===== src/rtl/irqf_pkg.sv =====
package irqf_pkg;
  typedef enum logic [1:0] {
    EDGE_FALL = 2'b00,
    EDGE_RISE = 2'b01,
    EDGE_BOTH = 2'b10,
    EDGE_OFF  = 2'b11
  } edge_mode_e;
endpackage


===== src/rtl/irqf_sync.sv =====
module irqf_sync #(
  parameter int   STAGES = 2,
  parameter logic IDLE   = 1'b1
) (
  input  logic clk,
  input  logic rst,
  input  logic d,
  output logic q
);
  logic [STAGES-1:0] chain;

  generate
    if (STAGES == 1) begin : g_single
      always_ff @(posedge clk) begin
        if (rst) chain <= IDLE;
        else     chain <= d;
      end
    end else begin : g_multi
      always_ff @(posedge clk) begin
        if (rst) chain <= {STAGES{IDLE}};
        else     chain <= {chain[STAGES-2:0], d};
      end
    end
  endgenerate

  assign q = chain[STAGES-1];
endmodule


===== src/rtl/irqf_edge.sv =====
module irqf_edge
  import irqf_pkg::*;
#(
  parameter logic IDLE = 1'b1
) (
  input  logic       clk,
  input  logic       rst,
  input  logic       level,
  input  edge_mode_e mode,
  input  logic       pin_out,
  output logic       hit
);
  logic prev;
  logic rise, fall, cand;

  always_ff @(posedge clk) begin
    if (rst) prev <= IDLE;
    else     prev <= level;
  end

  assign rise = level & ~prev;
  assign fall = ~level & prev;

  always_comb begin
    case (mode)
      EDGE_FALL: cand = fall;
      EDGE_RISE: cand = rise;
      EDGE_BOTH: cand = rise | fall;
      default:   cand = 1'b0;
    endcase
  end

  // an output-configured pin never reports an event
  assign hit = cand & ~pin_out;
endmodule


===== src/rtl/irqf_flag.sv =====
module irqf_flag (
  input  logic clk,
  input  logic rst,
  input  logic hit,
  input  logic arm,
  input  logic enable,
  input  logic clr_req,
  output logic flag_q,
  output logic irq_q
);
  logic flag_d;

  // a new event takes priority over a simultaneous clear
  assign flag_d = (hit & arm) | (flag_q & ~clr_req);

  always_ff @(posedge clk) begin
    if (rst) begin
      flag_q <= 1'b0;
      irq_q  <= 1'b0;
    end else begin
      flag_q <= flag_d;
      irq_q  <= flag_d & enable;
    end
  end
endmodule


===== src/rtl/edge_irq_flag.sv =====
module edge_irq_flag
  import irqf_pkg::*;
#(
  parameter int   SYNC_STAGES = 2,
  parameter int   DATA_W      = 8,
  parameter int   FLAG_BIT    = 0,
  parameter logic PIN_IDLE    = 1'b1
) (
  input  logic              clk,
  input  logic              rst,
  input  logic              pin_raw,
  input  logic              pin_is_output,
  input  logic [1:0]        edge_mode,
  input  logic              arm,
  input  logic              enable,
  input  logic              wr_en,
  input  logic [DATA_W-1:0] wr_data,
  output logic              flag_o,
  output logic              irq_o
);
  localparam int LATENCY = SYNC_STAGES + 1;

  logic       pin_sync;
  logic       edge_hit;
  logic       clr_req;
  edge_mode_e mode_e;

  assign mode_e  = edge_mode_e'(edge_mode);
  assign clr_req = wr_en & wr_data[FLAG_BIT];

  irqf_sync #(.STAGES(SYNC_STAGES), .IDLE(PIN_IDLE)) sync_i (
    .clk(clk), .rst(rst), .d(pin_raw), .q(pin_sync)
  );

  irqf_edge #(.IDLE(PIN_IDLE)) edge_i (
    .clk(clk), .rst(rst), .level(pin_sync), .mode(mode_e),
    .pin_out(pin_is_output), .hit(edge_hit)
  );

  irqf_flag flag_i (
    .clk(clk), .rst(rst), .hit(edge_hit), .arm(arm), .enable(enable),
    .clr_req(clr_req), .flag_q(flag_o), .irq_q(irq_o)
  );

  initial begin
    if (FLAG_BIT >= DATA_W || SYNC_STAGES < 1 || LATENCY < 2)
      $error("edge_irq_flag: bad parameters");
  end
endmodule


===== config.mk =====
export PLATFORM = sky130hd
export DESIGN_NAME = edge_irq_flag
export DESIGN_NICKNAME = d
export VERILOG_FILES = /design/src/rtl/irqf_pkg.sv /design/src/rtl/irqf_sync.sv /design/src/rtl/irqf_edge.sv /design/src/rtl/irqf_flag.sv /design/src/rtl/edge_irq_flag.sv
export SDC_FILE = /design/constraint.sdc
export NUM_CORES = 1
export LEC_CHECK = 0
export BUFFER_PORTS_ARGS = -buffer_cell sky130_fd_sc_hd__buf_2
export CAP_MARGIN = 20
export CORE_AREA = 2 2 39 41
export CTS_CLUSTER_SIZE = 20
export DETAILED_ROUTE_END_ITERATION = 8
export DIE_AREA = 0 0 41 43
export GPL_TIMING_DRIVEN = 0
export PLACE_DENSITY = 0.44
export SLEW_MARGIN = 40
export SYNTH_ARGS = -nofsm -noshare
export SYNTH_HDL_FRONTEND = slang
export SYNTH_SLANG_ARGS = --single-unit

===== constraint.sdc =====
create_clock -name clk -period 3.5 [get_ports clk]
set_input_delay 0.175 -clock clk [delete_from_list [all_inputs] [get_ports clk]]
set_output_delay 0.175 -clock clk [all_outputs]
set_load 0.005 [all_outputs]

# After elaboration in Yosys (flattened, before gate mapping)
# Index checks and enable logic that the tools add are counted.
# totals
out_inout_bits,2
ff_bits,5
elab_cells,21
# classes
bitwise_logic,13
n_mux,1
reduce_logical,1
eq_ne,2
# ops
op,n
$and 1x1->1,7
$not 1->1,4
$pmux 1 s3,1
$eq 2x1->1 const B,1
$eq 2x2->1 const B,1
$logic_not 2->1,1
$or 1x1->1,2

# Logic depth before layout (Yosys ltp)
# logic_depth
word_depth,8
mapped_depth,5
mapped_depth_nobuf,5

# Hierarchy
# From an unflattened synthesis, not the netlist that was laid out.
# unflattened
cells_unflattened,21
hier_area_um2,226.5
# modules_own_cells
module,area_each_um2,n_inst,cells_each
irqf_edge,86.3,1,9
irqf_flag,81.3,1,7
irqf_sync,52.6,1,4
edge_irq_flag,6.3,1,1

# Worst setup path before layout
# OpenSTA, ideal clock, no wires.
# synth_path
path_type,flip-flop to flip-flop
start,reg sync_i.chain[1]
end,reg flag_i.irq_q
slack_ps,2324
stages_incl_launch_ff,6
path_buffers,0
required_ps,3380
arrival_time_ps,1055
path_cell_list,dfxtp_1 -> inv_1 -> ha_1 -> or3_1 -> a41oi_2 -> nor3b_1
# synth_via
elab_chain_cells,8
elab_cells_between_ends,9
classes_between,mux: 1; bitwise: 8
# synth_lines
item,line,rtl
"start, declared",irqf_sync.sv:10,logic [STAGES-1:0] chain;
"start signal, assigned",irqf_sync.sv:20,if (rst) chain <= {STAGES{IDLE}};
"start signal, assigned",irqf_sync.sv:21,"else chain <= {chain[STAGES-2:0], d};"
$not 1->1,irqf_edge.sv:22,assign fall = ~level & prev;
$and 1x1->1,irqf_edge.sv:22,
$or 1x1->1,irqf_edge.sv:28,EDGE_BOTH: cand = rise | fall;
$pmux 1 s3 (*),irqf_edge.sv:25,case (mode)
$and 1x1->1 (*),irqf_edge.sv:34,assign hit = cand & ~pin_out;
$and 1x1->1 (*),irqf_flag.sv:14,assign flag_d = (hit & arm) | (flag_q & ~clr_req);
$or 1x1->1 (*),irqf_flag.sv:14,
$and 1x1->1 (*),irqf_flag.sv:22,irq_q <= flag_d & enable;
"end signal, assigned",irqf_flag.sv:22,
"end, declared",irqf_flag.sv:9,output logic irq_q
# Every way passes the cells marked *; elsewhere a longest branch is shown, timed or not.
# A chain may end at the register's enable or synchronous reset.

# Worst setup path in the final report
# Same ends and word-level chain as after synthesis.

==> metrics <==
run status finished clean; first-pass GRT wire length 607 um; WL/cell 7.39 um; cell count after synthesis 20; VDD IR max 0.234 mV; Min-Delay Path Class input pin to flip-flop; flop2flop setup slack 2250 ps; FF-to-FF path depth 5; Reg-to-Reg Start sync_i.chain[1]; post-route minimum period approximately 1200 ps; setup_tns 0 ps; Worst-Skew Late Latency 240 ps; Ports 19; Die Width 41 um; Final Hold Violating Endpoints 0; Max clock buf depth 2; Crit Path Category flip-flop to flip-flop; top sig layer met3; Worst Path Required 3620 ps; CP endpoint flag_i.irq_q; Die ar. 1760 sq um; RSZ-0062 raised after global routing no; Worst Max-Slew Pin Slew 238 ps; final core utilization 22.8%; initial antenna violation count 0; Iter 0 DRT Violations 0; largest net degree at the start of global routing 6; Root Buffer clkbuf_4; worst setup margin 2250 ps; fmax 800 MHz; relative slew slack a little over four fifths; Crit Reg-Reg Endpoint flag_i.irq_q; CP arrival 1370 ps; max_cap viols 0; Hold Buf Count CTS 0; All-Layer GR Usage 5.53%; Non-Filler Instances 51; clk sinks 5; Nets 55; postcts setup bufs 0; Inserted Clock Buffers 3; multi-input logic area 106 sq um; Crit. Startpoint sync_i.chain[1]; final setup violation count 0; Rows 14; Die Ht around 43 um; drc violations 0; post-synthesis async set-or-reset flop share 0%; Synth top cells by count dfxtp_1, or2_2, ha_1, inv_1; Synth Flop Type dfxtp_1; register area share after synthesis 46.8%; Final HPWL DP a little under 300 um; post_cts resized 0; Routed Wire Length 377 um; crit end category flip-flop; Syn. warnings 0; Reg area between 100 and 150 sq um; # fillers 151; number of global-route vias before repair 177; syn nets 39; DRT Pass-1 Iters 1; #FFs+latches synth 5; syn avg cell area around 11 sq um; routed wl met3 73 um; PwrDens 440 nW/um^2; largest cells by area after synthesis dfxtp_1, ha_1, or2_2; ant diodes 0; Placement Setup Slack 2250 ps; gr ovfl total 0; Detail Route Antenna Nets 0; Worst Path Max Fanout 3; layout cells sized above 1 54.3%; Tot Pwr around 0.14 mW; synthesized area between 200 and 250 sq um; Placer Congestion 0.541; cell taking the most area after synthesis dfxtp_1; final clock skew 3.05 ps; Area Growth Syn to Fin 47.4%; H-tree Lvls 1; number of enable flip-flop cells after synthesis 0; Core ar. ~1400 sq um; most numerous cell in the Yosys netlist dfxtp_1; Yosys cell types 12; initial core utilization between 15 and 20%; placed cell count between 40 and 50; port bufs 11; Pins Over Slew Limit 0; LEAKAGE 0.158 nW; via count 182; CTS tree yes; Startpoint Class flip-flop; WL met1 172 um; final cycle utilization of the critical path between 30% and 40%; Synth top area share between 40% and 50%; WL met2 between 100 and 150 um; via density per instance 3.57; CTS clock-pin slew for the worst setup and hold paths 40 ps
## metrics by stage
stage                     instance area [sq um]  hold WS [ps]
after CTS                                   315           110
after detailed placement                    289           362
after global placement                      289           362
after floorplan                             214           247
after global routing                        315           113
final                                       315           120
## how the worst min path moves through the flow
stage / from / end / cells past startpoint
3_5_place_dp: pin_raw / sync_i.chain[0] / 2
3_3_place_gp: pin_raw / sync_i.chain[0] / 2
6_report: pin_raw / sync_i.chain[0] / 2
2_1_floorplan: rst / flag_i.flag_q / 1
5_1_grt: pin_raw / sync_i.chain[0] / 2
4_1_cts: pin_raw / sync_i.chain[0] / 2
## critical path, cell delays in order, from the launching register on
cell	delay, ps
dfxtp_1	340
inv_1	50
ha_1	160
or3_1	320
a41oi_2	200
nor3b_1	70
## placed cells by master (no fill, tap or decap), types with 2 or more instances in the layout
cell type	instances
inv_1	2
clkbuf_4	3
buf_2	11
ha_1	2
dfxtp_1	5
or2_2	3
## cell type report
cell class / count / share of cell area [%]
repair buffers: 11 / 17.5
inverters: 2 / 2.38
clock buffers: 4 / 8.33
multi-input cells: 13 / 33.7
flip-flops and latches: 5 / 31.7
well taps: 16 / 6.35
## where the power goes
group	total (mW)	switching, mW	leakage, nW	internal (mW)
combinational	0.0125	0.00472	0.102	0.00774
sequential	0.0599	0.000756	0.0410	0.0591
clock	0.0662	0.0232	0.0150	0.0431
## registers in the layout, summed over array words and instances (netlist names)
name / cells
sync_i.chain: 2
flag_i.flag_q: 1
flag_i.irq_q: 1
edge_i.prev: 1
## per-layer routing
layer	vias up	global-route usage, %
li1	96	-
met4	0	2.00
met3	0	6.81
met2	14	7.19
met1	72	5.18
met5	-	0
## kinds of logic after synthesis
kind of cell | count (synthesis) | share of synthesized area [%]
adders and majority gates | 2 | 11.7
buffers and inverters | 2 | 3.51
and+or+nand+nor | 8 | 24.6
DFF | 5 | 46.8
AOI/OAI and AO/OA | 3 | 13.5
Note: power is estimated with default switching activity, not from simulation.
